**src/rtl/ifc_pkg.sv**
```systemverilog
package ifc_pkg;

    // Measurement sequencer states.
    typedef enum logic [1:0] {
        ST_IDLE = 2'd0,
        ST_LOAD = 2'd1,
        ST_GATE = 2'd2,
        ST_EVAL = 2'd3
    } ifc_state_e;

    // Band encoding on the mode input.
    typedef enum logic {
        BAND_FM = 1'b0,
        BAND_AM = 1'b1
    } ifc_band_e;

    // Number of bits needed to hold value v.
    function automatic int unsigned bits_for(input int unsigned v);
        int unsigned n;
        n = 0;
        for (int i = 0; i < 32; i++) begin
            if ((v >> i) != 0) n = i + 1;
        end
        return n;
    endfunction

    // Counter bits for one base period: the largest trimmed nominal.
    function automatic int unsigned span_for(input int unsigned base,
                                             input int unsigned trim_w);
        return bits_for(base + (32'd1 << trim_w) - 32'd1);
    endfunction

endpackage

```
**src/rtl/ifc_edge_sync.sv**
```systemverilog
module ifc_edge_sync #(
    parameter int STAGES = 2
) (
    input  logic clk,
    input  logic rst,
    input  logic raw,
    output logic rise
);
    // sr[STAGES-1] is the synchronised level, sr[STAGES] its delayed copy.
    logic [STAGES:0] sr;

    always_ff @(posedge clk) begin
        if (rst) sr <= '0;
        else     sr <= {sr[STAGES-1:0], raw};
    end

    always_comb rise = sr[STAGES-1] & ~sr[STAGES];

endmodule

```
**src/rtl/ifc_gate_timer.sv**
```systemverilog
module ifc_gate_timer #(
    parameter int TMR_W = 14,
    parameter int SEL_W = 3
) (
    input  logic             clk,
    input  logic             rst,
    input  logic             start,
    input  logic             abort,
    input  logic [TMR_W-1:0] reload,
    input  logic [SEL_W-1:0] sel,
    output logic             active,
    output logic             last
);
    localparam int DIV_W = 1 << SEL_W;

    logic [TMR_W-1:0] tmr_q, reload_q;
    logic [DIV_W-1:0] div_q, lim_q;
    logic             act_q;

    always_comb last = act_q && (tmr_q == '0) && (div_q == lim_q);
    always_comb active = act_q;

    always_ff @(posedge clk) begin
        if (rst) begin
            act_q    <= 1'b0;
            tmr_q    <= '0;
            reload_q <= '0;
            div_q    <= '0;
            lim_q    <= '0;
        end else if (abort) begin
            act_q <= 1'b0;
        end else if (start) begin
            act_q    <= 1'b1;
            tmr_q    <= reload;
            reload_q <= reload;
            div_q    <= '0;
            lim_q    <= (DIV_W'(1) << sel) - DIV_W'(1);
        end else if (act_q) begin
            if (last) begin
                act_q <= 1'b0;
            end else if (tmr_q == '0) begin
                tmr_q <= reload_q;
                div_q <= div_q + DIV_W'(1);
            end else begin
                tmr_q <= tmr_q - TMR_W'(1);
            end
        end
    end

endmodule

```
**src/rtl/ifc_down_count.sv**
```systemverilog
module ifc_down_count #(
    parameter int CNT_W = 21
) (
    input  logic             clk,
    input  logic             rst,
    input  logic             load,
    input  logic             step,
    input  logic [CNT_W-1:0] preload,
    input  logic [CNT_W-1:0] mask_ld,
    input  logic [CNT_W-1:0] mask_run,
    output logic [CNT_W-1:0] value,
    output logic [1:0]       wraps
);
    // Down counter of variable length (set by mask). Wraps saturate at 2.
    always_ff @(posedge clk) begin
        if (rst) begin
            value <= '0;
            wraps <= 2'd0;
        end else if (load) begin
            value <= preload & mask_ld;
            wraps <= 2'd0;
        end else if (step) begin
            value <= (value - CNT_W'(1)) & mask_run;
            if (value == '0 && wraps != 2'd2) wraps <= wraps + 2'd1;
        end
    end

endmodule

```
**src/rtl/ifc_window_judge.sv**
```systemverilog
module ifc_window_judge #(
    parameter int CNT_W = 21,
    parameter int TOL_W = 8
) (
    input  logic [CNT_W-1:0] value,
    input  logic [1:0]       wraps,
    input  logic [CNT_W-1:0] mask,
    input  logic [TOL_W-1:0] tol,
    output logic             hit
);
    localparam int CMP_W = ((CNT_W > TOL_W) ? CNT_W : TOL_W) + 1;

    logic [CMP_W-1:0] v, m, t;
    logic             under_ok, over_ok;

    always_comb begin
        v = CMP_W'(value);
        m = CMP_W'(mask);
        t = CMP_W'(tol);
        // No wrap: short by (value + 1) counts.
        under_ok = (wraps == 2'd0) && (v < t);
        // One wrap: over by (mask - value) counts.
        over_ok  = (wraps == 2'd1) && ((v + t) >= m);
        hit      = under_ok | over_ok;
    end

endmodule

```
**src/rtl/ifc_seek_disc.sv**
```systemverilog
module ifc_seek_disc #(
    parameter int TMR_W   = 14,
    parameter int SEL_W   = 3,
    parameter int CF_W    = 5,
    parameter int EW_W    = 3,
    parameter int FM_BASE = 1697,
    parameter int AM_BASE = 10689,
    parameter int SYNC_N  = 2
) (
    input  logic             clk,
    input  logic             rst,
    input  logic             if_in,
    input  logic             pll_lock,
    input  logic             meas_en,
    input  logic             am_mode,
    input  logic [TMR_W-1:0] timer_reload,
    input  logic [SEL_W-1:0] samp_sel,
    input  logic [CF_W-1:0]  cf_trim,
    input  logic [EW_W-1:0]  win_sel,
    output logic             gate_o,
    output logic             meas_done,
    output logic             meas_pass,
    output logic             search_stop
);
    import ifc_pkg::*;

    localparam int FM_SPAN  = int'(span_for(FM_BASE, CF_W));
    localparam int AM_SPAN  = int'(span_for(AM_BASE, CF_W));
    localparam int MAX_SPAN = (FM_SPAN > AM_SPAN) ? FM_SPAN : AM_SPAN;
    localparam int CNT_W    = MAX_SPAN + (1 << SEL_W) - 1;
    localparam int TOL_W    = 1 << EW_W;

    typedef struct packed {
        logic [CNT_W-1:0] mask;
        logic [TOL_W-1:0] tol;
    } win_cfg_t;

    ifc_state_e        state_q;
    win_cfg_t          cfg_q;
    logic              mode_q;
    logic              armed;
    logic              if_rise;
    logic              t_active, t_last, t_start;
    logic              hit;
    logic [CNT_W-1:0]  base_w, nom_w, preload_w, mask_w, cnt_v;
    logic [TOL_W-1:0]  tol_w;
    logic [1:0]        cnt_wraps;
    int                len_w;

    // Armed only while locked, enabled and with an unchanged band.
    always_comb armed = pll_lock && meas_en && (am_mode == mode_q);

    // Nominal count, counter length and tolerance from the live settings.
    always_comb begin
        base_w    = (am_mode == BAND_AM) ? CNT_W'(AM_BASE) : CNT_W'(FM_BASE);
        nom_w     = (base_w + CNT_W'(cf_trim)) << samp_sel;
        preload_w = nom_w - CNT_W'(1);
        len_w     = ((am_mode == BAND_AM) ? AM_SPAN : FM_SPAN) + int'(samp_sel);
        mask_w    = {CNT_W{1'b1}} >> (CNT_W - len_w);
        tol_w     = TOL_W'(1) << win_sel;
    end

    always_comb t_start = armed && (state_q == ST_LOAD);

    ifc_edge_sync #(.STAGES(SYNC_N)) u_sync (
        .clk  (clk),
        .rst  (rst),
        .raw  (if_in),
        .rise (if_rise)
    );

    ifc_gate_timer #(.TMR_W(TMR_W), .SEL_W(SEL_W)) u_timer (
        .clk    (clk),
        .rst    (rst),
        .start  (t_start),
        .abort  (!armed),
        .reload (timer_reload),
        .sel    (samp_sel),
        .active (t_active),
        .last   (t_last)
    );

    ifc_down_count #(.CNT_W(CNT_W)) u_count (
        .clk      (clk),
        .rst      (rst),
        .load     (state_q == ST_LOAD),
        .step     (if_rise && t_active),
        .preload  (preload_w),
        .mask_ld  (mask_w),
        .mask_run (cfg_q.mask),
        .value    (cnt_v),
        .wraps    (cnt_wraps)
    );

    ifc_window_judge #(.CNT_W(CNT_W), .TOL_W(TOL_W)) u_judge (
        .value (cnt_v),
        .wraps (cnt_wraps),
        .mask  (cfg_q.mask),
        .tol   (cfg_q.tol),
        .hit   (hit)
    );

    always_ff @(posedge clk) begin
        if (rst) begin
            state_q     <= ST_IDLE;
            cfg_q       <= '0;
            mode_q      <= 1'b0;
            meas_done   <= 1'b0;
            meas_pass   <= 1'b0;
            search_stop <= 1'b0;
        end else begin
            mode_q    <= am_mode;
            meas_done <= 1'b0;
            if (!armed) begin
                state_q     <= ST_IDLE;
                search_stop <= 1'b0;
            end else begin
                unique case (state_q)
                    ST_IDLE: state_q <= ST_LOAD;
                    ST_LOAD: begin
                        cfg_q.mask <= mask_w;
                        cfg_q.tol  <= tol_w;
                        state_q    <= ST_GATE;
                    end
                    ST_GATE: if (t_last) state_q <= ST_EVAL;
                    ST_EVAL: begin
                        meas_pass <= hit;
                        meas_done <= 1'b1;
                        if (hit) search_stop <= 1'b1;
                        state_q <= ST_LOAD;
                    end
                    default: state_q <= ST_IDLE;
                endcase
            end
        end
    end

    always_comb gate_o = t_active;

endmodule

```
**config.mk**
```make
export PLATFORM = sky130hd
export DESIGN_NAME = ifc_seek_disc
export DESIGN_NICKNAME = d
export VERILOG_FILES = /design/src/rtl/ifc_pkg.sv /design/src/rtl/ifc_edge_sync.sv /design/src/rtl/ifc_gate_timer.sv /design/src/rtl/ifc_down_count.sv /design/src/rtl/ifc_window_judge.sv /design/src/rtl/ifc_seek_disc.sv
export SDC_FILE = /design/constraint.sdc
export NUM_CORES = 1
export LEC_CHECK = 0
export BUFFER_PORTS_ARGS = -buffer_cell sky130_fd_sc_hd__buf_4
export CAP_MARGIN = 15
export CORE_ASPECT_RATIO = 1.1
export CORE_MARGIN = 2
export CORE_UTILIZATION = 30
export CTS_CLUSTER_DIAMETER = 50
export DETAILED_ROUTE_END_ITERATION = 8
export HOLD_SLACK_MARGIN = 0.06
export PLACE_DENSITY_LB_ADDON = 0.12
export SLEW_MARGIN = 10
export SYNTH_ARGS = -nofsm -noshare
export SYNTH_HDL_FRONTEND = slang
export SYNTH_HIERARCHICAL = 1
export SYNTH_SLANG_ARGS = --single-unit
```
**constraint.sdc**
```tcl
create_clock -name clk -period 9.4 [get_ports clk]
set_input_delay 0.94 -clock clk [delete_from_list [all_inputs] [get_ports clk]]
set_output_delay 0.94 -clock clk [all_outputs]
set_load 0.01 [all_outputs]
```
[After elaboration in Yosys (flattened, before gate mapping)]
Cells that the tools add are included.
Storage, ports and cells
  register bits: 106
  input port bits: 31
  output and inout port bits: 4
  word-level logic and storage cells: 90
Cells by class
  add/sub/neg operators: 10
  magnitude comparators: 2
  equality and inequality tests: 9
  shift-type cells: 4
  muxes and demuxes: 18
  bitwise operators: 6
  reductions and logical operators: 26
Operators with widths (count)
  $mux W14: 5
  $and A21 B21 Y21: 2
  $mux W21: 2
  $sub A21 B1 Y21 const B: 2
  $mux W8: 4
  $shr A21 B32 Y21 const A: 1
  $add A21 B8 Y22: 1
  $ge A22 B21 Y1: 1
  $logic_not A21 Y1: 1
  $lt A21 B8 Y1: 1
  $shl A15 B3 Y21: 1
  $shl A1 B3 Y8 const A: 2
  $add A14 B5 Y15: 1
  $logic_not A14 Y1: 1
  $sub A14 B1 Y14 const B: 1
  $reduce_and A2 Y1: 5
  $logic_and A1 B1 Y1: 9
  $add A8 B1 Y8 const B: 1
  $eq A8 B8 Y1: 1
  $sub A8 B2 Y8 const B: 1
  $pmux W2 S3: 1
  $reduce_bool A2 Y1: 3
  $reduce_or A2 Y1: 3
  $sub A5 B5 Y6 const A: 1
  16 further kinds: 24

[Depth between registers and ports, before layout]
Gate-level depths: netlist (run 1).
  word-level depth: 6
  depth in mapped cells: 17
  mapped depth without buffers: 17

[By module]
The synthesis (run 1) kept the hierarchy.
By module, submodules not included
  ifc_seek_disc: times used 1, cells each 389, area each 2820.2 µm², seq. area each 700.7 µm²
  ifc_gate_timer: times used 1, cells each 311, area each 2483.6 µm², seq. area each 900.9 µm²
  ifc_down_count: times used 1, cells each 220, area each 1692.9 µm², seq. area each 460.4 µm²
  ifc_window_judge: times used 1, cells each 185, area each 1346.3 µm², seq. area each 0.0 µm²
  ifc_edge_sync: times used 1, cells each 7, area each 87.6 µm², seq. area each 60.1 µm²

[Worst setup path before layout (run 1)]
Ideal clock, no wire load.
  path type: input to register
  start: input am_mode
  end: register u_count.value[20]
  library setup time: 63 ps
  data arrival time: 3271 ps
  required time: 9337 ps
  path slack: 6066 ps
  cell stages on the path: 14
  buffers on the path: 1
  path through: inv_1 -> ha_1 -> inv_1 -> ha_1 -> fa_1 -> inv_1 -> ha_1 -> or3b_2 -> clkbuf_1 -> nor3_1 -> nand3_1 -> o31a_1 -> o32a_1 -> nand3_1
On the way
  cells in the longest elaborated chain, start to end: 6
  elaborated cells between the ends (all ways): 10
  those cells by class: add/sub: 4; shift: 2; mux: 3; bitwise: 1
Ends and longest elaborated chain
  from (decl): line ifc_seek_disc.sv:15  | input logic am_mode,
  $mux W3: line ifc_seek_disc.sv:58  | len_w = ((am_mode == BAND_AM) ? AM_SPAN : FM_SPAN) + int'(samp_sel);
  $add A4 B3 Y5: line ifc_seek_disc.sv:58
  $sub A5 B5 Y6: line ifc_seek_disc.sv:59  | mask_w = {CNT_W{1'b1}} >> (CNT_W - len_w);
  $shr A21 B32 Y21: line ifc_seek_disc.sv:59
  via mask_w[20]: line ifc_seek_disc.sv:45  | logic [CNT_W-1:0] base_w, nom_w, preload_w, mask_w, cnt_v;
  $and A21 B21 Y21: line ifc_down_count.sv:20  | value <= preload & mask_ld;
  $mux W21: line ifc_down_count.sv:19  | end else if (load) begin
  to (signal assigned): line ifc_down_count.sv:20
  to (signal assigned): line ifc_down_count.sv:23  | value <= (value - CNT_W'(1)) & mask_run;
  to (decl): line ifc_down_count.sv:11  | output logic [CNT_W-1:0] value,
The timed path passes the listed nets, and every way through them passes these cells.
A chain may end at the register's enable or synchronous reset.

[Worst setup path after layout (run 1)]
  start: register u_count.value[0]
  end: register meas_pass
On the way
  cells in the longest elaborated chain, start to end: 4
  elaborated cells between the ends (all ways): 6
  those cells by class: add/sub: 1; order compare: 2; bitwise: 1; reduce/logical: 2
Ends and longest elaborated chain
  $add A21 B8 Y22: line ifc_window_judge.sv:23  | over_ok = (wraps == 2'd1) && ((v + t) >= m);
  $ge A22 B21 Y1: line ifc_window_judge.sv:23
  $logic_and A1 B1 Y1: line ifc_window_judge.sv:23
  $or A1 B1 Y1 (*): line ifc_window_judge.sv:24  | hit = under_ok | over_ok;
  via hit: line ifc_seek_disc.sv:44  | logic hit;
  to (signal assigned): line ifc_seek_disc.sv:127  | meas_pass <= hit;
  to (decl): line ifc_seek_disc.sv:22  | output logic meas_pass,
Mark *: on every way through the listed nets, which the timed path passes. The rest lies on a longest branch.

==> metrics.txt, run 1 <==
outcome complete, no violations; Congestion Overflow GR 0; worst setup path start u_count/value[0]; worst hold path class flop to flop; maximum vdd drop 0.08780 mV; Total Wirelength approximately 26,000 um; Critical Path RT 9690 ps; fin crit period 3873 ps; largest net degree at the start of global routing 77; Overall Power 0.001108 W; CTS Buf Count 9; global-route wire length before repair 41,590 um; wire per inst 17.45 um; Critical Path AT 4160 ps; mapped cell area 8431 um^2; instance count of the mapped netlist ~1,100; HPWL after DPL around 19,000 um; syn avg cell area around 7.6 um^2; dpl ws 5393 ps; routed vias about 7,900; xor/xnor share of the synthesized area 5.298%; Layout Skew 10.70 ps; clock net sink count 106; fmax 0.2582 GHz; port buffer count 34; diodes inserted 0; Die Span X 163.8 um; clk root buf clkbuf_16; cts repair resizes 0; Leak 3.324 nW; Clock Path Buffers 2; Die ar. 29,460 um^2; clock slew at reported path FFs about 70 ps; r2r startpoint u_count/value[0]; Synth Area in Adders 8.786%; final worst-path cycle share 41.20%; row count 64; Nets 1,188; Core ar. 27,710 um^2; Die Y 179.8 um; Final Max Slew Viols 0; crit path kind flop to flop; Antenna Nets Post-Route 0; Hold WS 444.4 ps; Min-Delay Path Depth 1; CP Capture Point meas_pass; setup slack after layout 5527 ps; starting density of the core between 30% and 40%; layout cells sized above 1 9.519%; Post-Synth Simple-Gate Area 29.12%; main combinational cell family by area after synthesis simple AND/OR/NAND/NOR gates; most frequent cells in the layout nand2_1, dfxtp_1, a21oi_1; TritonCTS clock tree yes; final hold viol count 0; GP Congestion 0.7723; register area share after synthesis between 20% and 30%; number of synthesized flops with an enable pin 0; Syn Nets 1,201; Reg2Reg Depth 17; later-pin clock latency in the skew report around 360 ps; hold_buf cts 0; Crit. End Element flop; routed vias/inst approximately 5.4; vias in the first global route 7,522; post-synthesis cell type count slightly above 90; mux contribution to synthesized area 2.300%; DRC viols 0; dpl cells 1,451; # IOs 35; setup tns final 0 ps; reg-to-reg endpoint meas_pass; RSZ-0062 raised after global routing no; Synth Register Bits 106; H-Tree Depth 3; startpoint types flop; Synth-to-Final Area Change 9.409%; slew margin rel. 42.42%; compound-gate portion of the synthesized area 22.38%; worst-margin pin slew about 860 ps; post-CTS setup buffer count 0; Total GRT Usage 17.51%; final setup vio count 0; Pre-antenna DRT Iters 5; PwrDens 120.1 nW/um^2; CP Max Fanout 7; initial antenna violation count 0; FF-to-FF setup slack 5530 ps; Most used DFF post-synth dfxtp_1; Initial DRC Count 434; commonest non-fill, non-tap cell in the layout nand2_1; YS warnings 6; count of maximum capacitance violations 0; async set or reset register ratio after synthesis 0%; Final Non-Filler Cells 1,466
==> power breakdown <==
group,leakage [nW],switching [W],internal [W]
Clock,0.163,0.000178,0.000259
Sequential,0.855,0.00000701,0.000452
Combinational,2.31,0.000133,0.0000777
==> logic make-up after synthesis <==
family / after synthesis
simple gates: 460
buf+inv: 138
xor+xnor: 51
flops: 106
compound gates: 280
mux: 19
fa+ha+maj: 58
==> through the flow <==
stage	instance area [um^2]	util [%]
finish	9224	33.29
global route	9224	33.29
CTS	9224	33.29
detailed placement	8891	32.09
global placement	8891	32.09
floorplan	8431	-
==> final cells by class <==
cell class | count | area, um^2
clock buffer | 10 | 229.0
clock inverter | 5 | 103.9
fill | 3055 | 18480
inverter | 71 | 266.5
multi-input combinational | 868 | 5725
sequential | 106 | 2122
tap | 363 | 454.2
timing repair buffer | 43 | 322.8
==> cells in the mapped netlist (4+ instances only) <==
master / instances / area [um^2]
nand2_1: 128 / 480.5
dfxtp_1: 106 / 2122
a21oi_1: 96 / 480.5
nor2_1: 90 / 337.8
inv_1: 68 / 255.2
ha_1: 56 / 700.7
xnor2_1: 42 / 367.9
clkbuf_1: 37 / 138.9
o21ai_0: 32 / 160.2
nand3_1: 29 / 145.1
nor3_1: 26 / 130.1
nor4_1: 25 / 156.4
nand4_1: 20 / 125.1
a31oi_1: 19 / 118.9
o211ai_1: 18 / 135.1
mux2i_1: 16 / 160.2
nor2b_1: 15 / 93.84
a211oi_1: 14 / 105.1
or3_1: 14 / 87.58
and3_1: 13 / 81.33
nor3b_1: 13 / 97.59
and2_1: 11 / 68.82
nand2b_1: 11 / 68.82
o31a_1: 11 / 96.34
o31ai_1: 11 / 82.58
buf_1: 10 / 37.54
o22ai_1: 10 / 62.56
xor2_1: 9 / 78.83
a311oi_1: 8 / 70.07
buf_2: 8 / 40.04
or2_2: 8 / 50.05
or4_1: 8 / 60.06
buf_4: 7 / 52.55
and4_1: 6 / 52.55
nand3b_1: 6 / 45.04
a211o_1: 4 / 35.03
buf_6: 4 / 45.04
nand4b_1: 4 / 35.03
o21a_1: 4 / 30.03
o41ai_1: 4 / 35.03
or3b_2: 4 / 35.03
or4_4: 4 / 45.04
==> how the worst min path moves through the flow <==
stage                       startpoint            to
final                     u_sync/sr[0]  u_sync/sr[1]
after global routing      u_sync/sr[0]  u_sync/sr[1]
after global placement    u_sync/sr[0]  u_sync/sr[1]
after detailed placement  u_sync/sr[0]  u_sync/sr[1]
after CTS                 u_sync/sr[0]  u_sync/sr[1]
after floorplan           u_sync/sr[0]  u_sync/sr[1]
==> per-layer routing <==
metal  part of all wire (%)  global-route usage (%)
met1                     49                   24.77
met5                      0                       0
met4                    1.4                   4.000
met2                     47                   28.30
met3                    2.9                   2.123
==> worst max-delay path, cell delays in order, from the launching register on <==
cell      delay (ps)
dfxtp_1          460
ha_1             220
inv_1             60
fa_1             400
nor2_1           140
o21ai_0          100
a21oi_1          210
o22a_1           320
nand4_1          150
xnor2_1          170
ha_1             300
nand2_1           40
o21ai_0          240
nor4_1           110
a211o_1          320
a221oi_2         320
nand3_1          110
a21oi_1          130
==> sequential cells by signal, summed over array words and instances, names as in the netlist <==
register          count
u_sync/sr             3
meas_pass             1
u_timer/active        1
u_timer/div_q         8
mode_q                1
u_count/value        21
u_timer/lim_q         8
meas_done             1
state_q               2
u_timer/reload_q     14
u_count/wraps         2
cfg_q                29
u_timer/tmr_q        14
search_stop           1
(Power assumes the default switching activity.)
==> run 2, diff against run 1 <==
ABC_AREA = 1   (was not set)
clock period = 3.95 ns   (was 9.4 ns; I/O delays follow)
==> run 2 against run 1 <==
Net effect:
- first-iteration DRC count grew 13%
- setup slack lost 4800 ps
- cell area grew 4.5%
- sequential share of layout area shrank 1.0 points
- sequential cell count is the same
- clock power grew 120%
- non-clock buffer count shrank 2
- clock skew shrank 2.9 ps
- fmax grew 19%
- die area grew 4.3%
- worst hold slack lost 210 ps
- largest power group unchanged
==> metrics.txt, run 2 <==
cell taking the most area after synthesis dfxtp_1; cts repair resizes 0 (unchanged); slew margin rel. 39.71% (-2.7 points); DRC viols 0 (unchanged); most numerous cell on the critical path nand2_1; critical path depth 23 (+6); GRT met1 Usage 22.15% (-2.6 points); CTS Buf Count 9 (unchanged); async set or reset register ratio after synthesis 0% (unchanged); post-CTS setup buffer count 0 (unchanged); fin crit period 3261 ps (-612.0 ps); Congestion Overflow GR 0 (unchanged); routed vias 8,496 (+7.4%); Initial DRC Count 489 (+13%); outcome complete, no violations; Seq pwr share 42.3% (+0.8 points); GRT met3 Usage 1.421% (-0.70 points); CP max-delay cell dfxtp_1; number of flip-flops in the largest register 29 (unchanged); clock net sink count 106 (unchanged); HP Start if_in; Biggest register cfg_q; Most used DFF post-synth dfxtp_1; most frequent cells in the layout nand2_1, inv_1, nor2_1; gr busiest metal met2; H-Tree Depth 3 (unchanged); post-synthesis cell type count 56 (-40%); Fillers 3,245 (+6.2%); Synth Register Bits 106 (unchanged); register area share after synthesis 24.10% (-1.1 points); HPWL after DPL 19,900 um (+6.6%); design area 9643 um^2 (+4.5%); instance count of the mapped netlist 1,375 (+24%); global routing usage on met2 30.92% (+2.6 points); TritonCTS clock tree yes; number of synthesized flops with an enable pin 0 (unchanged); clk root buf clkbuf_16; delay-heaviest family, CP simple AND/OR/NAND/NOR gates; Clock Path Buffers 2 (unchanged); maximum vdd drop 0.1971 mV (+120%); P_sw 0.0008175 W (+160%); syn avg cell area 6.403 um^2 (-16%); dpl ws 663.6 ps (-4730 ps); Sw Ratio 31.69% (+3.0 points); Synth-to-Final Area Change 9.521%; diodes inserted 0 (unchanged); final hold viol count 0 (unchanged); Antenna Nets Post-Route 0 (unchanged); RSZ-0062 raised after global routing no; max incr delay on CP 400 ps (-60 ps); crit path cell chain ha_1 > inv_1 > fa_1 > inv_1 > a31oi_1 > o21ai_2 > nand3_1 > xor2_1 > ha_1 > nand2_1 > nor2_1 > nand2_1 > nor2_1 > nor2_1 > nand3_1 > nand2_1 > nand2_1 > nand2_1 > nand2_1 > nand2_1 > a21oi_1 > nand2_1 > nand2_1; most frequent cell after synthesis nand2_1; starting density of the core 30.58% (+0.15 points); global-route wire length before repair 42,830 um (+3.0%); Reg2Reg Depth 23 (+6); startpoint types flop; Core ar. 28,790 um^2 (+3.9%); clock slew at reported path FFs 70 ps (about the same); wire per inst 14.56 um (-17%); Syn Nets 1,464 (+22%); worst-margin pin slew 903.3 ps (+39.71 ps); r2r startpoint u_count/value[0]; Leak 4.387 nW (+32%); Die ar. 30,740 um^2 (+4.3%); Total GRT Usage 17.48% (-0.026 points); Min-Delay Path Depth 3 (+2); setup tns final 0 ps (unchanged); Die Y 183.7 um (+2.1%); layout cells sized above 1 12.03% (+2.5 points); Total Wirelength 25,690 um (+0.41%); Nets 1,481 (+25%); top cells by area, synth dfxtp_1, nand2_1, inv_1, ha_1, nor2_1; row count 65 (+1.6%); Final Max Slew Viols 0 (unchanged); Crit. End Element flop; Layout Skew 7.838 ps (-2.861 ps); vias in the first global route 8,226 (+9.4%); GP Congestion 0.8347 (+8.1%); reg-to-reg endpoint search_stop; Critical Path RT 4250 ps (-5440 ps); YS warnings 6 (unchanged); hold path endpoint u_sync/sr[0]; routed vias/inst 4.814 (-11%); Gate power share 20.7% (+1.7 points); # IOs 35 (unchanged); fmax 0.3067 GHz (+19%); Pre-antenna DRT Iters 5 (unchanged); FF-to-FF setup slack 690 ps (-4840 ps); largest net degree at the start of global routing 63 (-18%); Critical Path AT 3570 ps (-590 ps); count of maximum capacitance violations 0 (unchanged); final worst-path cycle share 82.55% (+41 points); part of the power in the clock network 37.0% (-2.5 points); Die Span X 167.3 um (+2.1%); later-pin clock latency in the skew report 360 ps (about the same); crit path kind flop to flop; PwrDens 267.5 nW/um^2 (+120%); mapped cell area 8805 um^2 (+4.4%); final setup vio count 0 (unchanged); WP buf/inv 2 (+1); CP Max Fanout 5 (-2); initial antenna violation count 0 (unchanged); synth cell count leaders nand2_1, inv_1, nor2_1, dfxtp_1, nand3_1; largest registers cfg_q (29), u_count/value (21); Internal 0.001762 W (+120%); worst hold path class input pin to flop; commonest non-fill, non-tap cell in the layout nand2_1; Cell Area, Placed 9348 um^2 (+5.1%); setup slack after layout 689.3 ps (-4838 ps); share of the synthesized area in the top cell type 24.10% (-1.1 points); port buffer count 34 (unchanged); hold_buf cts 0 (unchanged)
-- run 2: stage by stage --
stage / hold WS (ps) / cells / util (%) / power, W
final: 238.5 / 1765 / 33.49 / 0.002580
after global routing: 256.9 / 1765 / 33.49 / 0.002734
after CTS: 220.2 / 1765 / 33.49 / 0.002618
after detailed placement: 391.7 / 1749 / 32.47 / 0.001652
after global placement: 395.2 / 1749 / 32.47 / 0.001654
after floorplan: 388.3 / 1375 / - / 0.001508
-- run 2: layout make-up --
class                           instances  area, um^2  area share (%)
Clock inverter                          4       48.80          0.5060
Tap cell                              368       460.4           4.775
Multi-Input combinational cell       1011        5615           58.23
Sequential cell                       106        2122           22.01
Timing Repair Buffer                   41       307.8           3.192
Clock buffer                           12       246.5           2.556
Inverter                              223       842.1           8.732
-- run 2: worst max-delay path by stage --
stage                           from     endpoint
global placement    u_count/value[3]    meas_pass
detailed placement  u_count/value[0]    meas_pass
floorplan           u_count/value[3]    meas_pass
global route        u_count/value[3]    meas_pass
finish              u_count/value[0]  search_stop
CTS                 u_count/value[0]  search_stop
-- run 2: kinds of logic (layout without fill, tap and decap cells) --
logic type      after synthesis  after routing  share of synthesized area (%)
compound gates              188            188                          12.16
xor+xnor                     38             38                          3.780
fa+ha+maj                    58             58                          8.413
buf+inv                     258            280                          12.12
flops                       106            106                          24.10
simple gates                727            727                          39.42
-- run 2: metal layers --
layer,vias up,wire [um]
met1,3876,11850
met4,0,625
met5,-,0
met2,145,12530
li1,4440,-
met3,35,685
-- run 2: power groups by stage --
stage	combinational, W	sequential (W)	clock, W
2_1_floorplan	0.000396	0.00111	0
3_3_place_gp	0.000537	0.00112	0
3_5_place_dp	0.000536	0.00112	0
4_1_cts	0.000537	0.00109	0.000989
5_1_grt	0.000608	0.00109	0.00103
6_report	0.000533	0.00109	0.000956
-- run 2: worst min-delay path, cell delays in order --
cell and delay, ps:
buf_4 80, inv_1 30, nor2_1 60
